==> src/rtl/clkseq_pkg.sv <==
package clkseq_pkg;

    localparam int PRESET_CNT   = 4;
    localparam int DIVIDER_CNT  = 16;
    localparam int DIV_W        = 8;
    localparam int ADDR_W       = 12;
    localparam int RATE_W       = 16;
    localparam int PLL_CODE_W   = 4;
    localparam int PIDX_W       = $clog2(PRESET_CNT);
    localparam logic [ADDR_W-1:0] DIV_BASE_ADDR = 12'h180;
    localparam logic [ADDR_W-1:0] DIV_ADDR_STEP = 12'h010;

    typedef enum logic [1:0] {
        SEQ_OK       = 2'd0,
        SEQ_BAD_RATE = 2'd1,
        SEQ_PLL_FAIL = 2'd2
    } seq_status_e;

    typedef enum logic [2:0] {
        ST_IDLE,
        ST_PLL_PRE,
        ST_DIVS,
        ST_PLL_POST,
        ST_FIN
    } seq_state_e;

    typedef struct packed {
        logic                  hit;
        logic [PIDX_W-1:0]     idx;
        logic [PLL_CODE_W-1:0] pll;
    } preset_match_t;

    // bus rate in MHz served by preset p
    function automatic logic [RATE_W-1:0] preset_rate(input int p);
        return RATE_W'((p + 1) * 200);
    endfunction

    // PLL target code (x100 MHz) of preset p
    function automatic logic [PLL_CODE_W-1:0] preset_pll(input int p);
        return (p == 2) ? PLL_CODE_W'(6) : PLL_CODE_W'(8);
    endfunction

    // divide factor of divider d under preset p
    function automatic logic [DIV_W-1:0] preset_div(input int p, input int d);
        int base;
        base = 2;
        case (d)
            0, 8, 10, 13: base = 4;
            6:            base = 1;
            11:           base = 8;
            12, 14:       base = 24;
            15:           base = 16;
            default:      base = 2;
        endcase
        if (d == 1) begin
            if (p == 0)      base = 4;
            else if (p == 1) base = 2;
            else             base = 1;
        end else if (p == 2 && base >= 4) begin
            base = (base * 3) / 4;
        end
        return DIV_W'(base);
    endfunction

endpackage

==> src/rtl/clkseq_preset_lookup.sv <==
module clkseq_preset_lookup
    import clkseq_pkg::*;
#(
    parameter int NUM_PRESETS = PRESET_CNT,
    parameter int RW          = RATE_W
) (
    input  logic [RW-1:0] rate,
    output preset_match_t match
);
    logic [NUM_PRESETS-1:0] hit_vec;

    for (genvar p = 0; p < NUM_PRESETS; p++) begin : g_cmp
        assign hit_vec[p] = (rate == RW'(preset_rate(p)));
    end

    always_comb begin
        match = '0;
        for (int p = NUM_PRESETS - 1; p >= 0; p--) begin
            if (hit_vec[p]) begin
                match.hit = 1'b1;
                match.idx = PIDX_W'(p);
                match.pll = preset_pll(p);
            end
        end
    end
endmodule

==> src/rtl/clkseq_div_writer.sv <==
module clkseq_div_writer
    import clkseq_pkg::*;
#(
    parameter int NUM_DIVS = DIVIDER_CNT,
    parameter int DW       = DIV_W,
    parameter int AW       = ADDR_W,
    parameter int IW       = PIDX_W,
    parameter logic [AW-1:0] BASE = DIV_BASE_ADDR,
    parameter logic [AW-1:0] STEP = DIV_ADDR_STEP
) (
    input  logic          clk,
    input  logic          rst,
    input  logic          start,
    input  logic [IW-1:0] idx,
    output logic          wr_en,
    output logic [AW-1:0] wr_addr,
    output logic [DW-1:0] wr_data,
    output logic          last
);
    localparam int CW = (NUM_DIVS > 1) ? $clog2(NUM_DIVS) : 1;

    logic          active_q;
    logic [CW-1:0] cnt_q;

    assign last = active_q && (cnt_q == CW'(NUM_DIVS - 1));

    always_ff @(posedge clk) begin
        if (rst) begin
            active_q <= 1'b0;
            cnt_q    <= '0;
        end else if (start) begin
            active_q <= 1'b1;
            cnt_q    <= '0;
        end else if (active_q) begin
            if (last) active_q <= 1'b0;
            else      cnt_q    <= cnt_q + 1'b1;
        end
    end

    assign wr_en   = active_q;
    assign wr_addr = BASE + AW'(cnt_q) * STEP;
    assign wr_data = active_q ? DW'(preset_div(int'(idx), int'(cnt_q))) : '0;
endmodule

==> src/rtl/clkseq_pll_port.sv <==
module clkseq_pll_port
    import clkseq_pkg::*;
#(
    parameter int PW = PLL_CODE_W
) (
    input  logic          clk,
    input  logic          rst,
    input  logic          start,
    input  logic [PW-1:0] target,
    input  logic          pll_done,
    input  logic          pll_err,
    output logic          pll_req,
    output logic [PW-1:0] pll_target,
    output logic          finish,
    output logic          failed
);
    logic          req_q;
    logic [PW-1:0] tgt_q;

    always_ff @(posedge clk) begin
        if (rst) begin
            req_q <= 1'b0;
            tgt_q <= '0;
        end else if (start) begin
            req_q <= 1'b1;
            tgt_q <= target;
        end else if (req_q && pll_done) begin
            req_q <= 1'b0;
        end
    end

    assign pll_req    = req_q;
    assign pll_target = tgt_q;
    assign finish     = req_q && pll_done;
    assign failed     = finish && pll_err;
endmodule

==> src/rtl/clkdiv_bank_seq.sv <==
module clkdiv_bank_seq
    import clkseq_pkg::*;
#(
    parameter int NUM_PRESETS = PRESET_CNT,
    parameter int NUM_DIVS    = DIVIDER_CNT,
    parameter int DW          = DIV_W,
    parameter int AW          = ADDR_W,
    parameter int RW          = RATE_W,
    parameter int PW          = PLL_CODE_W
) (
    input  logic          clk,
    input  logic          rst,
    input  logic          req_valid,
    input  logic [RW-1:0] req_rate,
    input  logic [PW-1:0] cur_pll_code,
    output logic          busy,
    output logic          done,
    output logic [1:0]    status,
    output logic          pll_req,
    output logic [PW-1:0] pll_target,
    input  logic          pll_done,
    input  logic          pll_err,
    output logic          div_wr_en,
    output logic [AW-1:0] div_wr_addr,
    output logic [DW-1:0] div_wr_data
);
    localparam int IW = (NUM_PRESETS > 1) ? $clog2(NUM_PRESETS) : 1;

    seq_state_e    state_q, state_d;
    seq_status_e   status_q, status_d;
    preset_match_t look;
    logic [IW-1:0] idx_q;
    logic [PW-1:0] tgt_q;
    logic          pll_first_q;
    logic          accept, pll_first;
    logic          pll_start, div_start;
    logic          pll_finish, pll_failed, div_last;

    clkseq_preset_lookup #(.NUM_PRESETS(NUM_PRESETS), .RW(RW)) u_lookup (
        .rate  (req_rate),
        .match (look)
    );

    assign accept    = (state_q == ST_IDLE) && req_valid;
    assign pll_first = look.hit && (look.pll < cur_pll_code);

    assign pll_start = (accept && pll_first) ||
                       (state_q == ST_DIVS && div_last && !pll_first_q);
    assign div_start = (accept && look.hit && !pll_first) ||
                       (state_q == ST_PLL_PRE && pll_finish && !pll_failed);

    clkseq_pll_port #(.PW(PW)) u_pll (
        .clk        (clk),
        .rst        (rst),
        .start      (pll_start),
        .target     (accept ? look.pll : tgt_q),
        .pll_done   (pll_done),
        .pll_err    (pll_err),
        .pll_req    (pll_req),
        .pll_target (pll_target),
        .finish     (pll_finish),
        .failed     (pll_failed)
    );

    clkseq_div_writer #(
        .NUM_DIVS(NUM_DIVS), .DW(DW), .AW(AW), .IW(IW)
    ) u_divs (
        .clk     (clk),
        .rst     (rst),
        .start   (div_start),
        .idx     (idx_q),
        .wr_en   (div_wr_en),
        .wr_addr (div_wr_addr),
        .wr_data (div_wr_data),
        .last    (div_last)
    );

    always_comb begin
        state_d  = state_q;
        status_d = status_q;
        case (state_q)
            ST_IDLE: if (accept) begin
                if (!look.hit) begin
                    state_d  = ST_FIN;
                    status_d = SEQ_BAD_RATE;
                end else begin
                    state_d = pll_first ? ST_PLL_PRE : ST_DIVS;
                end
            end
            ST_PLL_PRE: if (pll_finish) begin
                if (pll_failed) begin
                    state_d  = ST_FIN;
                    status_d = SEQ_PLL_FAIL;
                end else begin
                    state_d = ST_DIVS;
                end
            end
            ST_DIVS: if (div_last) begin
                if (pll_first_q) begin
                    state_d  = ST_FIN;
                    status_d = SEQ_OK;
                end else begin
                    state_d = ST_PLL_POST;
                end
            end
            ST_PLL_POST: if (pll_finish) begin
                state_d  = ST_FIN;
                status_d = pll_failed ? SEQ_PLL_FAIL : SEQ_OK;
            end
            ST_FIN:  state_d = ST_IDLE;
            default: state_d = ST_IDLE;
        endcase
    end

    always_ff @(posedge clk) begin
        if (rst) begin
            state_q     <= ST_IDLE;
            status_q    <= SEQ_OK;
            idx_q       <= '0;
            tgt_q       <= '0;
            pll_first_q <= 1'b0;
        end else begin
            state_q  <= state_d;
            status_q <= status_d;
            if (accept) begin
                idx_q       <= look.idx;
                tgt_q       <= look.pll;
                pll_first_q <= pll_first;
            end
        end
    end

    assign busy   = (state_q != ST_IDLE);
    assign done   = (state_q == ST_FIN);
    assign status = status_q;
endmodule

==> config.mk <==
export PLATFORM = sky130hd
export DESIGN_NAME = clkdiv_bank_seq
export DESIGN_NICKNAME = d
export VERILOG_FILES = /design/src/rtl/clkseq_pkg.sv /design/src/rtl/clkseq_preset_lookup.sv /design/src/rtl/clkseq_div_writer.sv /design/src/rtl/clkseq_pll_port.sv /design/src/rtl/clkdiv_bank_seq.sv
export SDC_FILE = /design/constraint.sdc
export NUM_CORES = 1
export LEC_CHECK = 0
export BUFFER_PORTS_ARGS = -buffer_cell sky130_fd_sc_hd__buf_2
export CAP_MARGIN = 40
export CORE_MARGIN = 2
export CORE_UTILIZATION = 30
export CTS_CLUSTER_DIAMETER = 40
export DETAILED_ROUTE_END_ITERATION = 7
export PLACE_DENSITY = 0.57
export SYNTH_ARGS = -nofsm -noshare
export SYNTH_HDL_FRONTEND = slang
export SYNTH_SLANG_ARGS = --single-unit
export TNS_END_PERCENT = 100
==> constraint.sdc <==
create_clock -name clk -period 2.5 [get_ports clk]
set_input_delay 0.25 -clock clk [delete_from_list [all_inputs] [get_ports clk]]
set_output_delay 0.25 -clock clk [all_outputs]
set_load 0.005 [all_outputs]
# Word level (Yosys, flattened, before mapping)
# Memories as Yosys holds them, arrays and structs flattened. A register that Yosys moved wholly into a read port is not among the register bits.
# Index checks and enable logic that the tools add are counted.
[op_classes]
eq_ne = 19
n_reduce_logical = 28
order_cmp = 2
multipliers = 1
bitwise = 2
n_mux = 35
add_sub_neg = 3
[ops]
columns = ["op", "count"]
rows = [
  ["$eq A16 B10 Y1 const B", 2],
  ["$ge A32 B4 Y1 const B", 1],
  ["$mul A32 B3 Y32 const B", 1],
  ["$mux W7", 4],
  ["$mux W3", 8],
  ["$mux W8", 3],
  ["$mux W2", 10],
  ["$eq A16 B8 Y1 const B", 1],
  ["$eq A16 B9 Y1 const B", 1],
  ["$ne A2 B2 Y1 const B", 7],
  ["$logic_and A1 B1 Y1", 13],
  ["$mux W4", 3],
  ["$pmux W3 S4", 1],
  ["$add A9 B8 Y10 const A", 1],
  ["$add A8 B1 Y8", 1],
  ["$pmux W2 S4", 1],
  ["$reduce_and A8 Y1", 1],
  ["$eq A3 B2 Y1 const B", 2],
  ["$mux W1", 5],
  ["$add A4 B1 Y4 const B", 1],
  ["$eq A2 B2 Y1 const B", 2],
  ["$eq A4 B2 Y1 const B", 1],
  ["$eq A4 B4 Y1 const B", 1],
  ["$lt A4 B4 Y1", 1],
  ["other kinds (14)", 18],
]
[word_totals]
elab_cells = 100
reg_bits = 22
out_inout_bits = 30
romBits = 80
in_bits = 25
mem_count = 1
[memory_table]
columns = ["memory", "depth", "word_bits", "rd", "rd_clocked_by_memory_dff", "wr", "line_no", "text"]
rows = [
  ["(name not given)", 16, 5, 1, 1, 0, "clkseq_pkg.sv:47", "case (d)"],
]

# Longest topological paths before layout
[logic_depth]
ltp_word = 12
ltp_mapped = 9
ltp_nobuf = 9

# Modules after synthesis
# From an unflattened synthesis, not the netlist that was laid out.
[unflattened]
hier_cells = 252
area_unflattened_um2 = 2080.7
[by_module_without_submodules]
columns = ["module", "area_each_um2", "n_inst", "cells_per_inst", "seq_area_each_um2"]
rows = [
  ["clkseq_div_writer", 943.4, 1, 118, 200.2],
  ["clkdiv_bank_seq", 762.0, 1, 89, 240.2],
  ["clkseq_pll_port", 193.9, 1, 19, 100.1],
  ["clkseq_preset_lookup", 181.4, 1, 26, 0.0],
]

# Least setup slack after synthesis
# Ideal clock, no wire load.
[synth_timing]
path_type = "input-to-reg"
from = "input req_rate[8]"
to = "register u_pll.tgt_q[0] (netlist: u_pll.pll_target[0])"
path_buffers = 0
stages = 9
arrival_time_ps = 2259
slack_ps = 117
t_required_ps = 2377
path_cell_list = "nand3b_4 > or4_1 > o211a_1 > nor2_1 > ha_1 > a21oi_1 > o21a_1 > a31oi_2 > mux2_1"
[synth_between]
elab_chain_len = 9
elab_cells_between_ends = 13
classes_between = "order compare: 1; eq/ne: 4; mux: 5; reduce/logical: 3"
[synth_lines]
columns = ["item", "line_no", "text"]
rows = [
  ["start, declared", "clkdiv_bank_seq.sv:14", "input logic [RW-1:0] req_rate,"],
  ["$eq A16 B10 Y1", "clkseq_preset_lookup.sv:13", "assign hit_vec[p] = (rate == RW'(preset_rate(p)));"],
  ["$mux W7 (3 in series)", "clkseq_preset_lookup.sv:19", "if (hit_vec[p]) begin"],
  ["$mux W7 (*)", "clkseq_preset_lookup.sv:19", ""],
  ["$lt A4 B4 Y1", "clkdiv_bank_seq.sv:45", "assign pll_first = look.hit && (look.pll < cur_pll_code);"],
  ["$logic_and A1 B1 Y1", "clkdiv_bank_seq.sv:45", ""],
  ["$logic_and A1 B1 Y1", "clkdiv_bank_seq.sv:47", "assign pll_start = (accept && pll_first) ||"],
  ["$logic_or A1 B1 Y1", "clkdiv_bank_seq.sv:47", ""],
  ["end signal, assigned", "clkseq_pll_port.sv:26", "tgt_q <= target;"],
  ["end, declared", "clkseq_pll_port.sv:18", "logic [PW-1:0] tgt_q;"],
]
# Every way passes the cells marked *; elsewhere a longest branch is shown, timed or not.
# A chain may end at the register's enable or synchronous reset.

==> flow_results.org <==
** Yosys
- The mapped netlist covers 1940 um^2.
- Averaged over all synthesized cells, the footprint is 8.37 um^2.
- Synth Register Bits :: 27
- Yosys mapped the design onto 54 distinct sky130hd cell types.
- Of all flip-flops after synthesis, the portion carrying an async set or reset was 0%.
- Share of synthesized area occupied by flip-flops and latches :: 27.8%
- Yosys printed 0 warnings.
- Gate count of the mapped netlist :: around 230
- Among all flip-flop cells after synthesis, the most frequent one is sky130_fd_sc_hd__dfxtp_1.
- Number of enable flip-flop cells after synthesis :: 0

** Critical path
- Worst R2R Path Depth :: 6
- Slack of the worst reg-to-reg path :: 0.56 ns
- The setup path with the least slack is of type reg -> out.
- Crit path DAT :: 2.16 ns
- Along the worst path, the maximum fanout reaches 4.
- Data on the critical path is required at its endpoint by 2.25 ns.
- Crit path capture type :: output port
- Crit path launch type :: register

** Timing
- Top achievable clock speed :: 0.416 GHz
- Number of hold violations in the final report :: 0
- Transition time at the pin with the least slew margin :: 0.502 ns
- Setup violations remaining at the end of the flow were counted as 0.
- Part of the cycle the worst path needs :: roughly 96%
- Subtracting the final worst setup slack from the clock period gives 2.41 ns.
- The max-slew violation count was 0.
- The worst pin sits at a relative slew slack of 66.3%.
- Clock skew after layout :: roughly 0.0055 ns
- In the final timing run, aggregate negative setup slack is 0 ns.

** Clock tree
- TritonCTS created 3 clock buffers.
- The clock reaches the later pin of the worst-skew pair after between 0.2 and 0.3 ns.
- TritonCTS built the clock tree.
- Register clock-pin slew on the reported worst setup and hold paths :: 0.09 ns
- Worst-case clock buffer depth :: 2
- In this run the number of H-tree levels came out at 1.
- The clock net in this run drives a total of 27 sinks.
- The tree is rooted in a sky130_fd_sc_hd__clkbuf_8.

** Layout
- Antenna diode count :: 0
- Relative to the synthesized area, the layout overhead comes to 21.3%.
- Final layout net count :: 321
- Fraction of layout instances using a drive strength above 1 :: a little over a quarter
- The library cell used most frequently in the layout, excluding fill and tap cells, is sky130_fd_sc_hd__buf_2.
- Leaving out fill and tap cells, the most frequent cells in the layout are sky130_fd_sc_hd__buf_2 (45), sky130_fd_sc_hd__dfxtp_1 (23), sky130_fd_sc_hd__nor2_1 (20).
- Counting the fill cells in the layout gives 681.
- Share of the core filled with cells :: 37.3%

** Power
- In this run the static leakage power is 1.06 nW.
- Clock share of power :: between 30% and 40%
- In this run, the combinational gates consume 9.9% of the power.
- Net Sw Frac :: 23.1%
- In this run the power density over the cells is about 320 nW/um^2.
- Net switching power of the design :: 0.000174 W
- The worst-case IR drop observed on VDD is between 0.2 and 0.3 mV.
- Internal :: 0.000578 W
- The share of total power dissipated in sequential elements is 57.5%.

** Routing
- Drt via density :: 4.86
- In this run the remaining antenna-violating nets after routing total 0.
- The first detailed-routing pass took 4 iterations.
- Vias :: 1731
- For this block, the routed nets add up to 4410 um of wire.
- Dividing the detail-routed wire length by the instance count gives 12.4 um.
- DRC violation count after routing :: 0
- Detailed router's first-iteration violation count :: 45

** GRT
- The initial antenna violation count was 0.
- The first global-routing pass estimated 7400 um of wire.
- Pin count of the biggest net entering global routing :: 22
- Global-route usage over all layers :: about an eighth
- The number of global-route vias before repair is 1646.
- GRT overflow :: 0

** Die
- From left edge to right edge, the die measures 84.5 um.
- Area of the placeable core :: between 6000 and 7000 um^2
- The initial utilization of the core area, before any placement, comes to a little under a third.
- The floorplan step defined a die boundary enclosing 7130 um^2.
- The floorplan has 29 rows.
- 55 I/O pins were placed.
- Die height :: 84.5 um

** Run
- The tool flagged a number of max-cap violations equal to 0.

** Hold path
- Hold crit path type :: in -> reg
- The worst hold path was traced through 3 stages.

** Placed design
- Detailed placement ended at an HPWL of 3340 um.
- Number of I/O port buffers :: 45
- Gp weighted congestion :: 0.787

** Outcome
- The run finished with clean final reports.
==> per-stage QoR <==
stage	total power, W	cells	hold WS (ns)	setup WS, ns	instance area [um^2]
final	0.000752	356	0.292	0.0937	2350
after global routing	0.000786	356	0.336	-0.0103	2350
after CTS	0.000765	355	0.288	0.0475	2280
after detailed placement	0.000519	351	0.447	-0.0595	2230
after global placement	0.000518	351	0.445	0.0185	2230
after floorplan	0.000493	240	0.432	0.117	1970
==> worst paths after layout <==
check / start / to
worst min-delay path: pll_done / u_pll.pll_req
worst max register to register: u_divs.cnt_q[0] / register
worst min register to register: status[0] / status[0]
worst max-delay path: register / div_wr_data[4]
==> logic make-up after synthesis <==
kind of cell / count (synthesis) / synth area share (%)
compound gates: 51 / 18.3
xor+xnor: 4 / 1.80
fa+ha+maj: 16 / 10.7
buf+inv: 33 / 8.44
flops: 27 / 27.8
mux: 9 / 4.83
other cells: 1 / 0.193
simple gates: 91 / 27.9
==> worst max-delay path, stage by stage, from the launching register on <==
cell and delay, ns:
sky130_fd_sc_hd__dfxtp_4 0.38, sky130_fd_sc_hd__ha_4 0.27, sky130_fd_sc_hd__ha_4 0.12, sky130_fd_sc_hd__inv_1 0.05, sky130_fd_sc_hd__fa_2 0.37, sky130_fd_sc_hd__nor2b_2 0.12
sky130_fd_sc_hd__o21a_1 0.13, sky130_fd_sc_hd__o221ai_1 0.11, sky130_fd_sc_hd__o21a_1 0.13, sky130_fd_sc_hd__nor2_1 0.09, sky130_fd_sc_hd__buf_2 0.12
==> synthesized netlist by cell type (3+ instances only) <==
library cell	n	area, um^2
sky130_fd_sc_hd__dfxtp_1	27	541
sky130_fd_sc_hd__nor2_1	20	75.1
sky130_fd_sc_hd__inv_1	18	67.6
sky130_fd_sc_hd__a21oi_1	15	75.1
sky130_fd_sc_hd__ha_1	15	188
sky130_fd_sc_hd__nand2_1	13	48.8
sky130_fd_sc_hd__buf_4	10	75.1
sky130_fd_sc_hd__nor2b_1	10	62.6
sky130_fd_sc_hd__nand2b_1	8	50.1
sky130_fd_sc_hd__mux2i_1	6	60.1
sky130_fd_sc_hd__nor3_1	6	30.0
sky130_fd_sc_hd__and2_1	5	31.3
sky130_fd_sc_hd__o21a_1	5	37.5
sky130_fd_sc_hd__nand3_1	4	20.0
sky130_fd_sc_hd__nor3b_1	4	30.0
sky130_fd_sc_hd__nor4_1	4	25.0
sky130_fd_sc_hd__o21ai_1	4	20.0
sky130_fd_sc_hd__a211oi_1	3	22.5
sky130_fd_sc_hd__a21o_1	3	22.5
sky130_fd_sc_hd__clkbuf_1	3	11.3
sky130_fd_sc_hd__mux2_1	3	33.8
sky130_fd_sc_hd__o21ai_0	3	15.0
sky130_fd_sc_hd__xnor2_1	3	26.3
==> power by group through the flow <==
stage	Sequential (W)	Clock (W)	Combinational [W]
2_1_floorplan	0.000444	0	0.0000489
3_3_place_gp	0.000444	0	0.0000739
3_5_place_dp	0.000444	0	0.0000745
4_1_cts	0.000434	0.000256	0.0000746
5_1_grt	0.000433	0.000270	0.0000832
6_report	0.000432	0.000246	0.0000742
==> layer usage <==
metal / part of all wire (%) / up-vias / routed length [um] / track usage (%)
li1: - / 893 / - / -
met1: 49 / 801 / 2160 / 16.6
met2: 47 / 33 / 2070 / 20.6
met3: 3.1 / 4 / 137 / 1.57
met4: 0.79 / 0 / 35 / 2.60
met5: 0 / - / 0 / 0
==> timing repair <==
item / 4_1_cts / 5_1_grt
buffers inserted: 0 / 1
setup endpoints to repair: 2 / 4
pin swaps: 0 / 4
cloned: 0 / 0
endpoints found under the hold margin: 0 / 0
hold buffers: 0 / 0
gates resized for setup: 3 / 14
==> final cells by class <==
| class | instances | area, um^2 | area share [%] |
|---|---|---|---|
| multi-input combinational | 180 | 1330 | 56.6 |
| sequential | 27 | 551 | 23.4 |
| timing repair buffer | 50 | 263 | 11.2 |
| tap | 77 | 96.3 | 4.09 |
| inverter | 18 | 67.6 | 2.87 |
| clock buffer | 4 | 45.0 | 1.91 |
Note: power is estimated with default switching activity, not from simulation.
